==> config.mk <==
export PLATFORM = sky130hd
export DESIGN_NAME = sd_autocmd_errchk
export DESIGN_NICKNAME = d
export VERILOG_FILES = /design/src/rtl/sd_aerr_pkg.sv /design/src/rtl/sd_crc7.sv /design/src/rtl/sd_resp_shift.sv /design/src/rtl/sd_aerr_status.sv /design/src/rtl/sd_autocmd_errchk.sv
export SDC_FILE = /design/constraint.sdc
export NUM_CORES = 1
export LEC_CHECK = 0
export ABC_AREA = 1
export BUFFER_PORTS_ARGS = -buffer_cell sky130_fd_sc_hd__buf_2
export CAP_MARGIN = 20
export CORE_AREA = 4 4 92 94
export CTS_CLUSTER_DIAMETER = 50
export DETAILED_ROUTE_END_ITERATION = 10
export DIE_AREA = 0 0 96 98
export PLACE_DENSITY = 0.8
export SYNTH_ARGS = -nofsm -noshare
export SYNTH_HDL_FRONTEND = slang
export SYNTH_SLANG_ARGS = --single-unit
export TNS_END_PERCENT = 10
==> constraint.sdc <==
create_clock -name clk -period 1.4 [get_ports clk]
set_input_delay 0.14 -clock clk [delete_from_list [all_inputs] [get_ports clk]]
set_output_delay 0.14 -clock clk [all_outputs]
set_load 0.05 [all_outputs]
==> src/rtl/sd_aerr_pkg.sv <==
package sd_aerr_pkg;

    typedef enum logic [1:0] {
        ST_IDLE,
        ST_WAIT,
        ST_RECV,
        ST_EVAL
    } aerr_state_e;

    localparam int unsigned B_NEXEC = 0;
    localparam int unsigned B_TO    = 1;
    localparam int unsigned B_CRC   = 2;
    localparam int unsigned B_END   = 3;
    localparam int unsigned B_IDX   = 4;
    localparam int unsigned B_RESP  = 5;
    localparam int unsigned B_BLK   = 7;
    localparam int unsigned LIVE_W  = 8;

    typedef struct packed {
        logic valid;
        logic is_bcnt;
        logic pend;
        logic nexec;
        logic to;
        logic crc;
        logic endb;
        logic idx;
        logic r1;
    } aerr_ev_t;

endpackage

==> src/rtl/sd_crc7.sv <==
module sd_crc7 #(
    parameter int unsigned    W    = 7,
    parameter logic [W-1:0]   POLY = 7'h09
) (
    input  logic         clk,
    input  logic         rst_n,
    input  logic         clr_i,
    input  logic         en_i,
    input  logic         bit_i,
    output logic [W-1:0] crc_o
);
    logic [W-1:0] crc_q, base, nxt;
    logic         fb;

    always_comb begin
        base = clr_i ? '0 : crc_q;
        fb   = bit_i ^ base[W-1];
        nxt  = {base[W-2:0], 1'b0} ^ (fb ? POLY : '0);
    end

    always_ff @(posedge clk or negedge rst_n) begin
        if (!rst_n)    crc_q <= '0;
        else if (en_i) crc_q <= nxt;
    end

    assign crc_o = crc_q;
endmodule

==> src/rtl/sd_resp_shift.sv <==
module sd_resp_shift #(
    parameter int unsigned N     = 47,
    parameter int unsigned IDX_W = 6,
    parameter int unsigned CRC_W = 7,
    parameter int unsigned R1_HI = 31,
    parameter int unsigned R1_LO = 19
) (
    input  logic                   clk,
    input  logic                   rst_n,
    input  logic                   en_i,
    input  logic                   bit_i,
    output logic                   trans_o,
    output logic [IDX_W-1:0]       idx_o,
    output logic [R1_HI-R1_LO:0]   r1_o,
    output logic [CRC_W-1:0]       crc_o,
    output logic                   end_o
);
    localparam int unsigned ARG_LO = CRC_W + 1;

    logic [N-1:0] q;

    always_ff @(posedge clk or negedge rst_n) begin
        if (!rst_n)    q <= '0;
        else if (en_i) q <= {q[N-2:0], bit_i};
    end

    assign trans_o = q[N-1];
    assign idx_o   = q[N-2 -: IDX_W];
    assign r1_o    = q[ARG_LO+R1_HI : ARG_LO+R1_LO];
    assign crc_o   = q[CRC_W:1];
    assign end_o   = q[0];
endmodule

==> src/rtl/sd_aerr_status.sv <==
module sd_aerr_status
    import sd_aerr_pkg::*;
#(
    parameter int unsigned SW = 16
) (
    input  logic              clk,
    input  logic              rst_n,
    input  aerr_ev_t          ev_i,
    input  logic              clr_we_i,
    input  logic [LIVE_W-1:0] clr_mask_i,
    output logic [SW-1:0]     status_o,
    output logic              irq_o
);
    logic [LIVE_W-1:0] stat_q, keep, set_v, nxt;
    logic              irq_q, blk_all, to_any, lo_busy, any_err;

    always_comb begin
        keep    = stat_q & ~(clr_we_i ? clr_mask_i : '0);
        blk_all = ~ev_i.is_bcnt & (stat_q[B_NEXEC] | ev_i.nexec);
        to_any  = stat_q[B_TO] | ev_i.to;
        any_err = ev_i.nexec | ev_i.to | ev_i.crc | ev_i.endb | ev_i.idx | ev_i.r1;
        set_v   = '0;
        lo_busy = 1'b0;
        if (ev_i.valid) begin
            set_v[B_NEXEC] = ev_i.nexec & ~ev_i.is_bcnt;
            set_v[B_TO]    = ev_i.to   & ~blk_all;
            set_v[B_CRC]   = ev_i.crc  & ~blk_all & ~to_any;
            set_v[B_END]   = ev_i.endb & ~blk_all & ~to_any;
            set_v[B_IDX]   = ev_i.idx  & ~blk_all & ~to_any;
            lo_busy        = |(stat_q[4:0] | set_v[4:0]);
            set_v[B_RESP]  = ev_i.r1 & ~lo_busy & ~blk_all;
            set_v[B_BLK]   = ev_i.pend & any_err & ~ev_i.is_bcnt;
        end
        nxt = keep | set_v;
        if (ev_i.valid && ev_i.is_bcnt && any_err) begin
            nxt[B_NEXEC] = 1'b0;
            nxt[B_BLK]   = 1'b0;
        end
    end

    always_ff @(posedge clk or negedge rst_n) begin
        if (!rst_n) begin
            stat_q <= '0;
            irq_q  <= 1'b0;
        end else begin
            stat_q <= nxt;
            irq_q  <= |(set_v & ~stat_q);
        end
    end

    assign status_o = {{(SW-LIVE_W){1'b0}}, stat_q};
    assign irq_o    = irq_q;
endmodule

==> src/rtl/sd_autocmd_errchk.sv <==
module sd_autocmd_errchk
    import sd_aerr_pkg::*;
#(
    parameter int unsigned TO_CYC = 64,
    parameter int unsigned RESP_W = 48,
    parameter int unsigned IDX_W  = 6,
    parameter int unsigned CRC_W  = 7,
    parameter int unsigned STAT_W = 16,
    parameter int unsigned R1_HI  = 31,
    parameter int unsigned R1_LO  = 19
) (
    input  logic              clk,
    input  logic              rst_n,
    input  logic              start_i,
    input  logic [IDX_W-1:0]  cmd_idx_i,
    input  logic              auto_kind_i,
    input  logic              resp_chk_en_i,
    input  logic              cmd_line_i,
    input  logic              stop_fail_i,
    input  logic              xfer_started_i,
    input  logic              pend_nodata_i,
    input  logic              clr_we_i,
    input  logic [7:0]        clr_mask_i,
    output logic [STAT_W-1:0] status_o,
    output logic              err_irq_o
);
    localparam int unsigned CNT_W    = $clog2(TO_CYC);
    localparam int unsigned BIT_W    = $clog2(RESP_W);
    localparam int unsigned CRC_SPAN = RESP_W - CRC_W - 1;
    localparam int unsigned R1_N     = R1_HI - R1_LO + 1;

    aerr_state_e      state_q, state_d;
    logic [CNT_W-1:0] cnt_q;
    logic [BIT_W-1:0] bit_q;
    logic [IDX_W-1:0] idx_q;
    logic             kind_q, en_q;

    logic             start_seen, to_hit, last_bit;
    logic             sh_en, crc_en, crc_clr;
    logic             f_trans, f_end;
    logic [IDX_W-1:0] f_idx;
    logic [R1_N-1:0]  f_r1;
    logic [CRC_W-1:0] f_crc, calc_crc;
    aerr_ev_t         ev;

    assign start_seen = (state_q == ST_WAIT) && !cmd_line_i;
    assign to_hit     = (state_q == ST_WAIT) && cmd_line_i && (cnt_q == CNT_W'(TO_CYC-1));
    assign last_bit   = (bit_q == BIT_W'(RESP_W-1));

    // state register
    always_ff @(posedge clk or negedge rst_n) begin
        if (!rst_n) state_q <= ST_IDLE;
        else        state_q <= state_d;
    end

    always_comb begin
        state_d = state_q;
        unique case (state_q)
            ST_IDLE: if (start_i) state_d = ST_WAIT;
            ST_WAIT: begin
                if (start_seen)  state_d = ST_RECV;
                else if (to_hit) state_d = ST_IDLE;
            end
            ST_RECV: if (last_bit) state_d = ST_EVAL;
            ST_EVAL: state_d = ST_IDLE;
            default: state_d = ST_IDLE;
        endcase
    end

    // counters and captured command context
    always_ff @(posedge clk or negedge rst_n) begin
        if (!rst_n) begin
            cnt_q  <= '0;
            bit_q  <= '0;
            idx_q  <= '0;
            kind_q <= 1'b0;
            en_q   <= 1'b0;
        end else begin
            if (state_q == ST_IDLE && start_i) begin
                cnt_q  <= '0;
                idx_q  <= cmd_idx_i;
                kind_q <= auto_kind_i;
                en_q   <= resp_chk_en_i;
            end else if (state_q == ST_WAIT && cmd_line_i) begin
                cnt_q <= cnt_q + 1'b1;
            end
            if (start_seen)                      bit_q <= BIT_W'(1);
            else if (state_q == ST_RECV && !last_bit) bit_q <= bit_q + 1'b1;
        end
    end

    assign sh_en   = (state_q == ST_RECV);
    assign crc_clr = start_seen;
    assign crc_en  = start_seen || (state_q == ST_RECV && bit_q < BIT_W'(CRC_SPAN));

    sd_crc7 #(.W(CRC_W)) u_crc (
        .clk   (clk),
        .rst_n (rst_n),
        .clr_i (crc_clr),
        .en_i  (crc_en),
        .bit_i (cmd_line_i),
        .crc_o (calc_crc)
    );

    sd_resp_shift #(
        .N     (RESP_W-1),
        .IDX_W (IDX_W),
        .CRC_W (CRC_W),
        .R1_HI (R1_HI),
        .R1_LO (R1_LO)
    ) u_shift (
        .clk     (clk),
        .rst_n   (rst_n),
        .en_i    (sh_en),
        .bit_i   (cmd_line_i),
        .trans_o (f_trans),
        .idx_o   (f_idx),
        .r1_o    (f_r1),
        .crc_o   (f_crc),
        .end_o   (f_end)
    );

    // output (event) process
    always_comb begin
        ev         = '0;
        ev.is_bcnt = kind_q;
        ev.pend    = pend_nodata_i;
        unique case (state_q)
            ST_IDLE: begin
                if (stop_fail_i && xfer_started_i && !start_i) begin
                    ev.valid   = 1'b1;
                    ev.nexec   = 1'b1;
                    ev.is_bcnt = 1'b0;
                end
            end
            ST_WAIT: begin
                if (to_hit) begin
                    ev.valid = 1'b1;
                    ev.to    = 1'b1;
                end
            end
            ST_EVAL: begin
                ev.valid = 1'b1;
                ev.endb  = !f_end || f_trans;
                ev.crc   = (f_crc != calc_crc);
                ev.idx   = (f_idx != idx_q);
                ev.r1    = en_q && (|f_r1);
            end
            default: ;
        endcase
    end

    sd_aerr_status #(.SW(STAT_W)) u_stat (
        .clk        (clk),
        .rst_n      (rst_n),
        .ev_i       (ev),
        .clr_we_i   (clr_we_i),
        .clr_mask_i (clr_mask_i),
        .status_o   (status_o),
        .irq_o      (err_irq_o)
    );
endmodule

**Yosys cells after proc, flatten, opt, wreduce, memory -nomap -nowiden**

Cells that the tools add are included.

- Register bits after elaboration: 85
- Input port bits: 24

- $add $sub $neg: 2
- Magnitude comparators: 1
- Equal/unequal tests: 10
- Mux-type cells: 24
- Bitwise logic cells: 32
- Reductions and logical operators: 24

Operators with widths:

| operator | number |
|---|---|
| two-way mux 6 bit | 5 |
| AND 8 bit | 2 |
| NOT 8 bit | 2 |
| AND 1 bit | 13 |
| OR reduction 13 bit | 1 |
| adder 6 x 1 -> 6 bit (second input constant) | 2 |
| == test 6 bit (second input constant) | 2 |
| logical AND 1 bit | 11 |
| two-way mux 2 bit | 5 |
| two-way mux 1 bit | 8 |
| two-way mux 4 bit | 2 |
| two-way mux 8 bit | 1 |
| bitwise OR 8 bit | 1 |
| one-hot mux 2 bit (4 select lines) | 1 |
| OR reduction 8 bit | 1 |
| two-way mux 7 bit | 1 |
| != test 7 bit | 1 |
| bitwise OR 1 bit | 7 |
| XOR 7 bit | 1 |
| less-than comparator 6 bit (second input constant) | 1 |
| != test 6 bit | 1 |
| bitwise OR 5 bit | 1 |
| OR reduction 5 bit | 1 |
| == test 2 bit (second input constant) | 2 |
| other kinds (11) | 20 |

**Longest topological paths before layout**

- Word-level depth: 17
- Gate-level depth with buffers: 11
- Gate-level depth less buffers: 11

**By module**

From an unflattened synthesis, not the netlist that was laid out.

- Cells, all modules: 545
- Area, all modules: 4331.7 µm²

By module, submodules not included:

| module | times used | cells each | area each (µm²) | sequential area each (µm²) |
|---|---|---|---|---|
| sd_resp_shift | 1 | 225 | 1996.9 | 1176.1 |
| sd_autocmd_errchk | 1 | 195 | 1382.6 | 550.5 |
| sd_aerr_status | 1 | 88 | 635.6 | 225.2 |
| sd_crc7 | 1 | 37 | 316.6 | 175.2 |

**Worst setup path after synthesis**

Ideal clock, no wire load.

- Path type: register to register
- From: reg u_stat.stat_q[0]
- To: reg u_stat.irq_q (netlist: u_stat.irq_o)
- Arrival time: 1.338 ns
- Data required time: 1.275 ns
- Setup slack: -0.064 ns
- Stages on the path, launching flop included: 8
- Buffers on the path: 0
- Clock period less this slack: 1.464 ns
- Cell sequence: dfrtp_1 > inv_1 > o21ai_2 > nor2_1 > a21oi_1 > nand2_1 > nor2_1 > nand3_1

- Cells in the longest elaborated chain, start to end: 13
- Elaborated cells on any way between the ends: 19
- Those cells by class: mux: 1; bitwise: 16; reduce/logical: 2

RTL lines:

| item | line | source |
|---|---|---|
| start: declaration | sd_aerr_status.sv:14 | `logic [LIVE_W-1:0] stat_q, keep, set_v, nxt;` |
| start signal: assignment | sd_aerr_status.sv:46 | `stat_q <= nxt;` |
| bitwise OR 1 bit | sd_aerr_status.sv:19 | `blk_all = ~ev_i.is_bcnt & (stat_q[B_NEXEC] \| ev_i.nexec);` |
| AND 1 bit | sd_aerr_status.sv:19 |  |
| NOT 1 bit | - |  |
| AND 1 bit, on equally long branches (2 in series) | sd_aerr_status.sv:27, sd_aerr_status.sv:28, sd_aerr_status.sv:29 |  |
| bitwise OR 5 bit | sd_aerr_status.sv:30 | `lo_busy = \|(stat_q[4:0] \| set_v[4:0]);` |
| OR reduction 5 bit | sd_aerr_status.sv:30 |  |
| NOT 1 bit | sd_aerr_status.sv:31 | `set_v[B_RESP] = ev_i.r1 & ~lo_busy & ~blk_all;` |
| AND 1 bit (2 in series) | sd_aerr_status.sv:31 |  |
| two-way mux 6 bit | sd_aerr_status.sv:24 | `if (ev_i.valid) begin` |
| AND 8 bit * | sd_aerr_status.sv:47 | `irq_q <= \|(set_v & ~stat_q);` |
| OR reduction 8 bit * | sd_aerr_status.sv:47 |  |
| end signal: assignment | sd_aerr_status.sv:47 |  |
| end: declaration | sd_aerr_status.sv:15 | `logic irq_q, blk_all, to_any, lo_busy, any_err;` |

Every way passes the cells marked *; elsewhere a longest branch is shown, timed or not.
A chain may end at the register's enable or synchronous reset.

==> impl_metrics.env <==
export IMPL_power_static_leakage_nw=2.61
export IMPL_grt_use_total_pct=18.4
export IMPL_status="finished with violations"
export IMPL_vias=3358
export IMPL_synth_area_um2=3970
export IMPL_grt_pass1_wl_mm=13.8
export IMPL_antenna_found_initial=0
export IMPL_worst_endpoint_required_ns=1.64
export IMPL_ys_top_cells_by_area="dfrtp_1 (54%), nand2_1 (18%), inv_1 (4.3%)"
export IMPL_firstDrtPassIters=4
export IMPL_drc=0
export IMPL_antenna_cells=0
export IMPL_crit_type="reg -> reg"
export IMPL_grt_start_max_net_pins=54
export IMPL_synth_edf_count=0
export IMPL_fin_crit_ns=1.52
export IMPL_die_area_um2=9410
export IMPL_cts_sinks=85
export IMPL_fmax_mhz=656
export IMPL_cts_root_buffer="clkbuf_8"
export IMPL_power_share_switching_pct=26.6
export IMPL_power_frac_seq_pct=55.4
export IMPL_hold_slack_ns=0.0252
export IMPL_drive_above_1_share_pct=25.0
export IMPL_path_max_fanout=6
export IMPL_place_area_um2=4380
export IMPL_clk_path_buf_depth=2
export IMPL_finalSetupViolCount=12
export IMPL_internal_power_mw=3.66
export IMPL_ant_nets=0
export IMPL_cts_buffers=9
export IMPL_ios=41
export IMPL_maxCapViolCount=0
export IMPL_end_kind="flip-flop"
export IMPL_routabilityCongestion=0.934
export IMPL_synthToLayoutAreaGrowth_pct=23.9
export IMPL_dp_hpwl_mm=5.52
export IMPL_seq_area_frac_synth_pct=53.6
export IMPL_skew_ns=0.00785
export IMPL_grt_ovfl_total=0
export IMPL_power_mw=4.98
export IMPL_final_cell_area_um2=4920
export IMPL_hold_violations=0
export IMPL_fp_coreArea_um2=7650
export IMPL_initial_core_util_pct=51.9
export IMPL_routedWlPerCell_um=13.1
export IMPL_grt_pass1_vias=3207
export IMPL_cts_tree="yes"
export IMPL_synth_top_area_share_pct=53.6
export IMPL_clock_latency_ns=0.35
export IMPL_syn_area_per_cell_um2=8.07
export IMPL_yosysTopAreaCell="dfrtp_1"
export IMPL_hold_path_class="in -> reg"
export IMPL_ys_ff_latch=85
export IMPL_yosys_top_cells_count="nand2_1 (192), dfrtp_1 (85), inv_1 (45), nor2_1 (34), o21ai_0 (31)"
export IMPL_fin_crit_sh_pct=109
export IMPL_arrival_ns=1.77
export IMPL_p_switching_mw=1.32
export IMPL_p_comb_share_pct=10.8
export IMPL_die_w_um=96
export IMPL_yosysMostFrequentCell="nand2_1"
export IMPL_syn_inst=492
export IMPL_yosysUniqueCellTypes=36
export IMPL_rsz0062_at_grt="true"
export IMPL_chipHeight_um=98
export IMPL_rows=32
export IMPL_synth_ff_type="dfrtp_1"
export IMPL_drv_slew=0
export IMPL_io_buffers=32
export IMPL_via_per_inst=5.02
export IMPL_cellPowerDensity_nw_per_um2=1010
export IMPL_cts_htree_levels=3
export IMPL_yosysWarnings=0
export IMPL_ir_drop_mv=0.480
export IMPL_path_clk_slew_ns=0.08
export IMPL_violations="setup timing"
export IMPL_power_frac_clock_pct=33.8
export IMPL_startpoint_type="flip-flop"
export IMPL_async_reset_ff_share_pct=100
export IMPL_final_nets=588
export IMPL_utilization_pct=64.3
export IMPL_worst_slack_ns=-0.124
export IMPL_first_iter_violations=177
export IMPL_drt_total_wl_mm=8.79
[state kept, by name, indices dropped and copies added, names as in the netlist, named ones only]
register	cells
bit_q	6
u_shift.q	47
kind_q	1
state_q	1
u_stat.irq_o	1
en_q	1
idx_q	6
cnt_q	6
u_crc.crc_o	7
u_stat.stat_q	8
[worst max-delay path, stage by stage (launching register included)]
cell	delay, ns
dfrtp_1	0.43
buf_4	0.17
nand2_4	0.08
buf_6	0.10
clkinvlp_4	0.14
nand2_2	0.10
buf_4	0.11
nand3_2	0.09
nand3_1	0.11
nand3_1	0.07
[metal layers]
layer  track usage, %  part of all wire, %
met3             3.24                  5.2
met1             22.9                   42
met5                0                    0
met4             7.99                  2.5
met2             30.9                   50
[timing repair]
action                                 4_1_cts  5_1_grt
pin swaps                                   11       19
hold buffers                                 7        0
resized for setup                            8       48
setup endpoints to repair                   15       24
buffers inserted                             2        9
endpoints found under the hold margin       91        0
[stage by stage]
step / std cells / TNS [ns] / setup slack [ns]
after detailed placement: 635 / -0.518 / -0.116
after global placement: 635 / -0.105 / -0.0642
final: 669 / -0.698 / -0.124
after global routing: 669 / -2.07 / -0.227
after CTS: 660 / -0.316 / -0.0820
after floorplan: 499 / -0.0539 / -0.0296
[area by class of cell]
| cell class | instances | area, µm² |
|---|---|---|
| inverters | 48 | 184 |
| repair buffers | 74 | 548 |
| fillers | 591 | 2730 |
| clock inverters | 6 | 63.8 |
| multi-input cells | 344 | 1740 |
| flip-flops and latches | 85 | 2130 |
| clock buffers | 10 | 128 |
| well taps | 102 | 128 |
[placed cells by master, fill, tap and decap left out, types with 6 or more instances in the layout]
master         instances
conb_1                 8
nor2_1                23
buf_4                 29
buf_2                 31
a21oi_1               11
nand2_2                8
dfrtp_1               84
inv_1                 42
o21ai_0               28
xor2_1                 7
dlygate4sd3_1          7
nor2_2                11
nand3_1               15
clkbuf_8               9
nand2_4                6
nand2_1              182
[final timing paths]
kind	start	to	slack, ns	cells past startpoint
worst max-delay path	flip-flop	u_stat.irq_o	-0.12	9
worst min-delay path	cmd_idx_i[5]	idx_q[5]	0.03	3
worst max register to register	flip-flop	u_stat.irq_o	-0.12	9
worst min register to register	u_shift.q[23]	u_shift.q[23]	0.48	2
max in group asynchronous	rst_n	u_stat.stat_q[0]	0.68	3
min in group asynchronous	rst_n	u_crc.crc_o[5]	0.20	2
[power by group through the flow]
stage                     Sequential [mW]  Clock (mW)  Combinational (mW)
after global placement               2.79           0               0.473
after floorplan                      2.76           0               0.361
final                                2.76        1.69               0.537
after CTS                            2.75        1.73               0.516
after global routing                 2.78        1.83               0.618
after detailed placement             2.80           0               0.492
[logic make-up (layout without fill, tap and decap cells)]
| family | after synthesis | count (layout) | synth area share [%] |
|---|---|---|---|
| multiplexers | 2 | 2 | 0.567 |
| AO/OA/AOI/OAI | 55 | 55 | 7.50 |
| adder cells (fa/ha/maj) | 2 | 2 | 0.630 |
| other | 1 | 8 | 0.0945 |
| buffers and inverters | 70 | 138 | 7.85 |
| XOR/XNOR | 7 | 7 | 1.54 |
| AND/OR/NAND/NOR | 270 | 270 | 28.2 |
| flip-flops | 85 | 85 | 53.6 |
Note: power is estimated with default switching activity, not from simulation.
